[config.mk]
export PLATFORM = sky130hd
export DESIGN_NAME = burst_addr_seq
export DESIGN_NICKNAME = d
export VERILOG_FILES = /design/src/rtl/burst_seq_pkg.sv /design/src/rtl/burst_cmd_decode.sv /design/src/rtl/burst_base_reg.sv /design/src/rtl/burst_step_ctr.sv /design/src/rtl/burst_offset_gen.sv /design/src/rtl/burst_addr_seq.sv
export SDC_FILE = /design/constraint.sdc
export NUM_CORES = 1
export LEC_CHECK = 0
export ABC_CLOCK_PERIOD_IN_PS = 1190
export BUFFER_PORTS_ARGS = -buffer_cell sky130_fd_sc_hd__clkbuf_2
export CAP_MARGIN = 20
export CORE_MARGIN = 3
export CORE_UTILIZATION = 44
export CTS_CLUSTER_SIZE = 8
export DETAILED_ROUTE_END_ITERATION = 12
export HOLD_SLACK_MARGIN = 0.02
export PLACE_DENSITY = 0.77
export SYNTH_ARGS = -nofsm -noshare
export SYNTH_HDL_FRONTEND = slang
export SYNTH_SLANG_ARGS = --single-unit
[constraint.sdc]
create_clock -name clk -period 1.19 [get_ports clk]
set_input_delay 0.1785 -clock clk [delete_from_list [all_inputs] [get_ports clk]]
set_output_delay 0.1785 -clock clk [all_outputs]
set_load 0.005 [all_outputs]
[src/rtl/burst_seq_pkg.sv]
package burst_seq_pkg;

  typedef enum logic {
    ORDER_LINEAR      = 1'b0,
    ORDER_INTERLEAVED = 1'b1
  } burst_order_e;

  typedef enum logic [1:0] {
    OP_HOLD = 2'd0,
    OP_LOAD = 2'd1,
    OP_STEP = 2'd2
  } burst_op_e;

  function automatic burst_op_e classify_op(input logic hold, input logic adv);
    burst_op_e op;
    if (hold)      op = OP_HOLD;
    else if (!adv) op = OP_LOAD;
    else           op = OP_STEP;
    return op;
  endfunction

endpackage

[src/rtl/burst_cmd_decode.sv]
module burst_cmd_decode
  import burst_seq_pkg::*;
(
  input  logic hold_i,
  input  logic adv_i,
  output logic load_evt,
  output logic step_evt,
  output logic hold_evt
);
  burst_op_e op;

  always_comb begin
    op       = classify_op(hold_i, adv_i);
    load_evt = (op == OP_LOAD);
    step_evt = (op == OP_STEP);
    hold_evt = (op == OP_HOLD);
  end
endmodule

[src/rtl/burst_base_reg.sv]
module burst_base_reg #(
  parameter int ADDR_W  = 19,
  parameter int BURST_W = 2
) (
  input  logic                      clk,
  input  logic                      rst_n,
  input  logic                      load,
  input  logic [ADDR_W-1:0]         ext_addr,
  output logic [ADDR_W-BURST_W-1:0] base_hi,
  output logic [BURST_W-1:0]        start_ofs
);
  localparam int HI_W = ADDR_W - BURST_W;

  always_ff @(posedge clk or negedge rst_n) begin
    if (!rst_n) begin
      base_hi   <= '0;
      start_ofs <= '0;
    end else if (load) begin
      base_hi   <= ext_addr[ADDR_W-1:BURST_W];
      start_ofs <= ext_addr[BURST_W-1:0];
    end
  end

  initial begin
    if (HI_W < 1) $error("burst_base_reg: BURST_W must be below ADDR_W");
  end
endmodule

[src/rtl/burst_step_ctr.sv]
module burst_step_ctr #(
  parameter int BURST_W = 2
) (
  input  logic               clk,
  input  logic               rst_n,
  input  logic               load,
  input  logic               step,
  output logic [BURST_W-1:0] step_cnt
);
  localparam logic [BURST_W-1:0] ONE = BURST_W'(1);

  always_ff @(posedge clk or negedge rst_n) begin
    if (!rst_n)     step_cnt <= '0;
    else if (load)  step_cnt <= '0;
    else if (step)  step_cnt <= step_cnt + ONE;
  end
endmodule

[src/rtl/burst_offset_gen.sv]
module burst_offset_gen
  import burst_seq_pkg::*;
#(
  parameter int BURST_W = 2
) (
  input  logic [BURST_W-1:0] start_ofs,
  input  logic [BURST_W-1:0] step_cnt,
  input  logic               order_sel,
  output logic [BURST_W-1:0] offset
);
  logic [BURST_W-1:0] ilv_ofs;
  logic [BURST_W-1:0] lin_ofs;
  logic [BURST_W:0]   carry;

  assign carry[0] = 1'b0;

  genvar b;
  generate
    for (b = 0; b < BURST_W; b++) begin : g_bit
      assign ilv_ofs[b]  = start_ofs[b] ^ step_cnt[b];
      assign lin_ofs[b]  = start_ofs[b] ^ step_cnt[b] ^ carry[b];
      assign carry[b+1]  = (start_ofs[b] & step_cnt[b]) |
                           (carry[b] & (start_ofs[b] ^ step_cnt[b]));
    end
  endgenerate

  burst_order_e order;
  assign order  = burst_order_e'(order_sel);
  assign offset = (order == ORDER_INTERLEAVED) ? ilv_ofs : lin_ofs;
endmodule

[src/rtl/burst_addr_seq.sv]
module burst_addr_seq #(
  parameter int ADDR_W  = 19,
  parameter int BURST_W = 2
) (
  input  logic              clk,
  input  logic              rst_n,
  input  logic              hold_i,
  input  logic              adv_i,
  input  logic [ADDR_W-1:0] ext_addr_i,
  input  logic              order_sel_i,
  output logic [ADDR_W-1:0] addr_o
);
  localparam int HI_W = ADDR_W - BURST_W;

  logic               load_evt;
  logic               step_evt;
  logic               hold_evt;
  logic [HI_W-1:0]    base_hi;
  logic [BURST_W-1:0] start_ofs;
  logic [BURST_W-1:0] step_cnt;
  logic [BURST_W-1:0] offset;

  burst_cmd_decode u_dec (
    .hold_i   (hold_i),
    .adv_i    (adv_i),
    .load_evt (load_evt),
    .step_evt (step_evt),
    .hold_evt (hold_evt)
  );

  burst_base_reg #(.ADDR_W(ADDR_W), .BURST_W(BURST_W)) u_base (
    .clk       (clk),
    .rst_n     (rst_n),
    .load      (load_evt),
    .ext_addr  (ext_addr_i),
    .base_hi   (base_hi),
    .start_ofs (start_ofs)
  );

  burst_step_ctr #(.BURST_W(BURST_W)) u_ctr (
    .clk      (clk),
    .rst_n    (rst_n),
    .load     (load_evt),
    .step     (step_evt),
    .step_cnt (step_cnt)
  );

  burst_offset_gen #(.BURST_W(BURST_W)) u_ofs (
    .start_ofs (start_ofs),
    .step_cnt  (step_cnt),
    .order_sel (order_sel_i),
    .offset    (offset)
  );

  assign addr_o = {base_hi, offset};
endmodule

======== Yosys cells after proc, flatten, opt, wreduce, memory -nomap -nowiden ========
Index checks and enable logic that the tools add are counted.
word-level totals
  flip-flop bits (word level) ............. 21
  latch bits .............................. 0
  bits in writable memories ............... 0
  memory bits (read-only) ................. 0
  memories ................................ 0
cells by class
  add/subtract/negate cells ............... 1
  multiply operators ...................... 0
  divide/modulo/power cells ............... 0
  $lt $le $gt $ge ......................... 0
  equal/unequal tests ..................... 2
  shift operators ......................... 0
  muxes and demuxes ....................... 5
  bitwise logic cells ..................... 4
  reductions and logical operators ........ 1
operators by type and width
  kind                 number
  $mux 2               5
  $xor 1x1->1          3
  $add 2x1->2 const B  1
  $eq 2x1->1 const B   1
  $eq 2x2->1 const B   1
  $reduce_bool 2->1    1
  $and 1x1->1          1

======== Longest topological paths before layout ========
Gate-level depths: netlist of run 1.
  depth after elaboration ................. 5
  mapped depth ............................ 3
  gate-level depth less buffers ........... 3

======== By module ========
Synthesis of run 1 repeated with hierarchy kept, for this count alone.
second synthesis, totals
  cell total of the unflattened synthesis .. 54
  area total of the unflattened synthesis .. 897.1 um^2
modules (own cells, without submodules)
  module            instances  cells an instance  area an instance (um^2)
  burst_base_reg    1          40                 758.2
  burst_step_ctr    1          7                  88.8
  burst_offset_gen  1          4                  36.3
  burst_cmd_decode  1          3                  13.8

======== Worst setup path after synthesis of run 1 ========
OpenSTA, ideal clock, no wires.
  path type ............................... flip-flop to output port
  from .................................... register u_ctr.step_cnt[0]
  to ...................................... output port addr_o[1]
  arrival ................................. 0.844 ns
  required time ........................... 1.012 ns
  slack ................................... 0.167 ns
  stages on the path, launching flop included .. 4
  path buffers ............................ 0
  path through ............................ dfrtp_1 ha_1 nor2b_1 xnor2_1
between the ends
  cells in the longest elaborated chain, start to end .. 3
ends and longest elaborated chain
  element                 RTL line                text
  from (decl)             burst_step_ctr.sv:8     output logic [BURST_W-1:0] step_cnt
  from (signal assigned)  burst_step_ctr.sv:15    else if (step) step_cnt <= step_cnt + ONE;
  $and 1x1->1             burst_offset_gen.sv:22  assign carry[b+1] = (start_ofs[b] & step_cnt[b]) |
  $xor 1x1->1             burst_offset_gen.sv:21  assign lin_ofs[b] = start_ofs[b] ^ step_cnt[b] ^ carry[b];
  $mux 2                  burst_offset_gen.sv:29  assign offset = (order == ORDER_INTERLEAVED) ? ilv_ofs : lin_ofs;
  to (decl)               burst_addr_seq.sv:11    output logic [ADDR_W-1:0] addr_o
Every way passes these cells.

======== Worst setup path after layout of run 1 ========
  from .................................... register u_base.start_ofs[0]
  to ...................................... output port addr_o[1]
between the ends
  cells in the longest elaborated chain, start to end .. 3
ends and longest elaborated chain
  element                 RTL line                text
  from (decl)             burst_base_reg.sv:10    output logic [BURST_W-1:0] start_ofs
  from (signal assigned)  burst_base_reg.sv:20    start_ofs <= ext_addr[BURST_W-1:0];
  $and 1x1->1             burst_offset_gen.sv:22
  $xor 1x1->1             burst_offset_gen.sv:21
  $mux 2                  burst_offset_gen.sv:29
Every way passes these cells.

==> results_dict.tcl, run 1 <==
set metrics [dict create \
    synth_fp_nets 78 \
    wl_um 1590 \
    required_ns 1.01 \
    min_period_ns 1.40 \
    synth_area_um2 882 \
    grt_first_pass_wirelength_um 2720 \
    p_per_area_nw_per_um2 1330 \
    synth_area_leader_cell "dfrtp_1" \
    power_uw 1590 \
    finalHoldViolCount 0 \
    critical_path_class "register to primary output" \
    dp_cells 121 \
    hp-class "primary input to register" \
    cts_buffers 3 \
    die_area_um2 2580 \
    r2r_slack_ns 0.18 \
    startpoint_type "register" \
    post-route-period-util_pct 117 \
    dr.pass1.iters 2 \
    drcViolationCount 0 \
    die_x_um 50.8 \
    io_buffers 42 \
    worst_slack_ns -0.207 \
    drv_cap 0 \
    drive_above_1_share_pct 68.9 \
    synthesis.instances 53 \
    synth_edf_count 0 \
    worstHoldStart "ext_addr_i[13]" \
    cts.clk_slew.worst_paths_ns 0.11 \
    post_drt_wl_per_cell_um 12.4 \
    dieHeight_um 50.8 \
    grt_max_degree 22 \
    slew_violations 0 \
    antenna_found_initial 0 \
    routed_via_density 4.59 \
    failed_checks "negative setup slack" \
    max-vdd-ir-drop_v 0.000859 \
    rsz0062_at_grt "yes" \
    cp.arrival_ns 1.22 \
    place_congestion 0.639 \
    vias 588 \
    pre_cts_slack_ns 0.0855 \
    worst_path_max_delay_cell "dfrtp_1" \
    root_buffer "clkbuf_4" \
    h-tree-depth 1 \
    num_rows 15 \
    diodes 0 \
    tightest_slew_ns 0.500 \
    yosys.cell_count.top_type "dfrtp_1" \
    antenna_left 0 \
    path_max_fanout 2 \
    layout.nets 129 \
    start_util_pct 49.0 \
    startpoint "u_base.start_ofs[0]$_DFFE_PN0N_" \
    drt_iter0_drc 6 \
    relSlewSlack_pct 66.7 \
    synth_ff_type "dfrtp_1" \
    grt_pass1_vias 631 \
    power.leakage_uw 0.000603 \
    fin_skew_ns 0.00133 \
    crit_chain "ha_2 > nor2b_4 > xnor2_1 > buf_2" \
    r2r-start "u_base.start_ofs[0]$_DFFE_PN0N_" \
    yosys-top-cells-area "dfrtp_1 60%, mux2_4 17%, mux2_2 11%" \
    fmax_mhz 716 \
    yosysWarnings 0 \
    gr-total-overflow 0 \
    synth_area_per_cell_um2 16.6 \
    clkLatencyLatePin_ns 0.29 \
    area_delta_synth_final_pct 35.2 \
    grt_usage_pct 14.1 \
    fillers 146 \
    worstSetupEndpointType "primary output" \
    synth_cell_types 11 \
    clock_path_buffers 2 \
    synth_seq_cells 21 \
    io_pins 43 \
    setup_viol 2 \
    final_cells 128 \
    synth_common_cells "21 x dfrtp_1, 10 x mux2_4, 9 x mux2_2, 3 x o21ai_0" \
    core_area_um2 1800 \
    cts_tree "yes" \
    outcome "complete, but fails checks" \
    hold-worst-slack_ns 0.113 \
    cts_num_sinks 21 \
    ys_seq_area_share_pct 59.6 \
    async_flop_share_pct 100 \
    critPathMaxStageDelay_ns 0.40 \
    synth_top_area_share_pct 59.6 \
]
==> registers in the layout (all words and copies together) (netlist names) <==
name and count:
u_base.base_hi 17, u_base.start_ofs 2, u_ctr.step_cnt 2
==> metrics by stage <==
| stage | utilization, % | TNS [ns] | cell area (um2) |
|---|---|---|---|
| after global placement | 62.8 | 0 | 1130 |
| after global routing | 66.2 | -0.435 | 1190 |
| final | 66.2 | -0.296 | 1190 |
| after detailed placement | 62.8 | 0 | 1130 |
| after floorplan | - | 0 | 882 |
| after CTS | 65.8 | -0.345 | 1180 |
==> worst paths after layout <==
kind | cells past startpoint | to
max | 4 | addr_o[1]
min | 2 | u_base.base_hi[11]$_DFFE_PN0N_
max reg2reg | 3 | u_base.start_ofs[0]$_DFFE_PN0N_
min reg2reg | 1 | u_base.base_hi[1]$_DFFE_PN0N_
max in group asynchronous | 2 | u_base.base_hi[4]$_DFFE_PN0N_
min in group asynchronous | 2 | u_base.base_hi[5]$_DFFE_PN0N_
==> critical path: cells and delay by family, from the launching register on <==
family | cells | cell delay [ns]
xor gates and xnor gates | 1 | 0.11
adders and majority gates | 1 | 0.18
buffers and inverters | 1 | 0.12
DFF | 1 | 0.40
and+or+nand+nor | 1 | 0.12
==> final cells by class <==
type,count,area (um2),share of cell area (%)
multi-input combinational,31,347,29.1
clock buffer,4,26.3,2.20
timing repair buffer,47,263,22.0
tap,25,31.3,2.62
sequential,21,526,44.1
==> power by group <==
part	switching (uW)	internal (uW)
clock network	189	130
logic	139	256
registers	60.0	817
==> metal layers <==
layer	wire length [um]	track usage (%)	vias up	share of wire, %
met2	805	23.9	20	51
met5	0	0	-	0
met1	677	17.5	284	43
li1	-	-	282	-
met3	93	2.97	2	5.9
met4	12	5.38	0	0.76
==> placed cells by master, fill, tap and decap left out <==
cell / synthesis / layout
dfrtp_1: 21 / 21
clkbuf_4: 0 / 3
clkbuf_2: 0 / 41
nor2b_1: 2 / 1
nand2b_1: 2 / 2
nor2b_4: 0 / 1
xnor2_1: 2 / 2
ha_2: 0 / 1
buf_2: 0 / 1
o21ai_0: 3 / 3
mux2_2: 9 / 9
buf_12: 1 / 1
buf_4: 0 / 3
dlygate4sd3_1: 0 / 1
mux2_4: 10 / 10
nand2_1: 1 / 1
clkbuf_1: 0 / 1
nor2_4: 1 / 1
==> cell families after synthesis <==
logic type,Yosys count,share of synthesized area [%]
compound gates,3,1.70
xor+xnor,2,1.99
fa+ha+maj,1,1.42
buf+inv,1,2.27
flops,21,59.6
mux,19,28.5
simple gates,6,4.54
==> repair_timing <==
action / 4_1_cts / 5_1_grt
hold buffers: 1 / 0
gates resized for setup: 3 / 1
setup buffers: 1 / 1
setup endpoints to repair: 2 / 2
hold endpoints to repair: 21 / 0
pin swaps: 2 / 2
Note: power is estimated with default switching activity, not from simulation.
==> run 2: changes to the inputs <==
CTS_BUF_LIST = sky130_fd_sc_hd__clkbuf_8 sky130_fd_sc_hd__clkbuf_16   (was default)
==> run 2 against run 1 <==
The flow still finishes with violations (negative setup slack). Via count decreased by 0.68%. Final area grew 1.6%. Clock skew rose by 0.0022 ns. Sequential share of layout area down 0.68 points. First-iteration DRC count down 67%. Critical path type unchanged. Critical endpoint unchanged.
==> results_dict.tcl, run 2 (synthesis results as in run 1) <==
set metrics [dict create \
    outcome "complete, but fails checks" \
    failed_checks "negative setup slack" \
    startpoint_type "register" \
    vias 584 \
    die_area_um2 2580 \
    clock_path_buffers 2 \
    die_x_um 50.8 \
    io_buffers 42 \
    clkLatencyLatePin_ns 0.25 \
    rsz0062_at_grt "yes" \
    start_util_pct 49.0 \
    layout.nets 129 \
    fin_skew_ns 0.00354 \
    slew_violations 0 \
    finalHoldViolCount 0 \
    r2r_slack_ns 0.18 \
    fillers 143 \
    tightest_slew_ns 0.504 \
    drt_iter0_drc 2 \
    antenna_left 0 \
    pre_cts_slack_ns 0.0855 \
    dieHeight_um 50.8 \
    required_ns 1.01 \
    cts.clk_slew.worst_paths_ns 0.07 \
    root_buffer "clkbuf_8" \
    worstHoldStart "ext_addr_i[18]" \
    setup_viol 2 \
    area_delta_synth_final_pct 37.3 \
    relSlewSlack_pct 66.4 \
    final_util_pct 67.2 \
    h-tree-depth 1 \
    num_rows 15 \
    post_drt_wl_per_cell_um 12.4 \
    drv_cap 0 \
    cts_buffers 3 \
    fin_setup_tns_ns -0.195 \
    worst_slack_ns -0.157 \
    place_congestion 0.639 \
    ff2ff_path_depth 3 \
    diodes 0 \
    post-route-period-util_pct 113 \
    wl_um 1590 \
    power_uw 1700 \
    path_max_fanout 2 \
    gr-total-overflow 0 \
    antenna_found_initial 0 \
    critical_path_class "register to primary output" \
    fmax_mhz 743 \
    timing.rr.end "u_base.start_ofs[0]$_DFFE_PN0N_" \
    drcViolationCount 0 \
    routed_via_density 4.56 \
    io_pins 43 \
    regMostFlops "u_base.base_hi" \
    cts_num_sinks 21 \
    reg_top3 "u_base.base_hi: 17 flops, u_base.start_ofs: 2 flops, u_ctr.step_cnt: 2 flops" \
    worstSetupEndpointType "primary output" \
    grt_first_pass_wirelength_um 2680 \
    grt_max_degree 22 \
    grt_pass1_vias 615 \
    grt_usage_pct 13.6 \
    core_area_um2 1800 \
    hp-class "primary input to register" \
    largest_register_ffs 17 \
    dr.pass1.iters 2 \
    max-vdd-ir-drop_v 0.00104 \
    hold_end "u_base.base_hi[16]$_DFFE_PN0N_" \
    p_per_area_nw_per_um2 1410 \
    layout_common_cells "41 x clkbuf_2, 21 x dfrtp_1, 10 x mux2_4" \
    cts_tree "yes" \
    drive_above_1_share_pct 68.9 \
    whs_path_depth 2 \
    mostFrequentLayoutCell "clkbuf_2" \
    r2r-start "u_base.start_ofs[0]$_DFFE_PN0N_" \
    power.leakage_uw 0.000615 \
    min_period_ns 1.35 \
    cp.arrival_ns 1.17 \
]
-- run 2: power breakdown --
group	total [uW]	internal [uW]	switching, uW
combinational	395	256	139
sequential	879	818	60.5
clock	431	229	202
total	1700	1300	402
-- run 2: cell type report --
| class | count | area (um2) | area share, % |
|---|---|---|---|
| Clock buffer | 3 | 41.3 | 3.41 |
| Clock inverter | 1 | 3.75 | 0.310 |
| Tap cell | 25 | 31.3 | 2.58 |
| Sequential cell | 21 | 526 | 43.4 |
| Multi-Input combinational cell | 31 | 347 | 28.6 |
| Timing Repair Buffer | 47 | 263 | 21.7 |
-- run 2: how the worst max path moves through the flow --
stage	start	end	slack, ns
4_1_cts	u_ctr.step_cnt[0]$_DFFE_PN0P_	addr_o[1]	-0.18
2_1_floorplan	u_ctr.step_cnt[0]$_DFFE_PN0P_	addr_o[1]	0.17
3_5_place_dp	u_base.start_ofs[0]$_DFFE_PN0N_	addr_o[1]	0.09
6_report	u_base.start_ofs[0]$_DFFE_PN0N_	addr_o[1]	-0.16
5_1_grt	u_base.start_ofs[0]$_DFFE_PN0N_	addr_o[1]	-0.21
3_3_place_gp	u_base.start_ofs[0]$_DFFE_PN0N_	addr_o[1]	0.10
-- run 2: what timing repair did --
item                                   CTS  global route
hold buffers                             1             0
buffers inserted                         1             1
pin swaps                                2             2
endpoints found under the hold margin   21             0
gates resized for setup                  3             1
setup endpoints to repair                2             2
-- run 2: layer usage --
metal / GRT usage [%] / vias up / routed length (um)
met3: 2.08 / 2 / 89
met1: 18.2 / 280 / 680
met4: 4.04 / 0 / 14
met5: 0 / - / 0
li1: - / 282 / -
met2: 22.8 / 20 / 805
-- run 2: critical path, cell delays in order, from the launching register on --
cell and delay, ns:
dfrtp_1 0.39, ha_2 0.18, nor2b_4 0.12, xnor2_1 0.11
buf_2 0.12
-- run 2: stage by stage --
| step | area, um2 | cells | hold WS, ns |
|---|---|---|---|
| detailed placement | 1130 | 121 | 0.173 |
| floorplan | 882 | 53 | -0.117 |
| CTS | 1200 | 127 | 0.156 |
| global placement | 1130 | 121 | 0.164 |
| finish | 1210 | 128 | 0.158 |
| global route | 1210 | 128 | 0.152 |
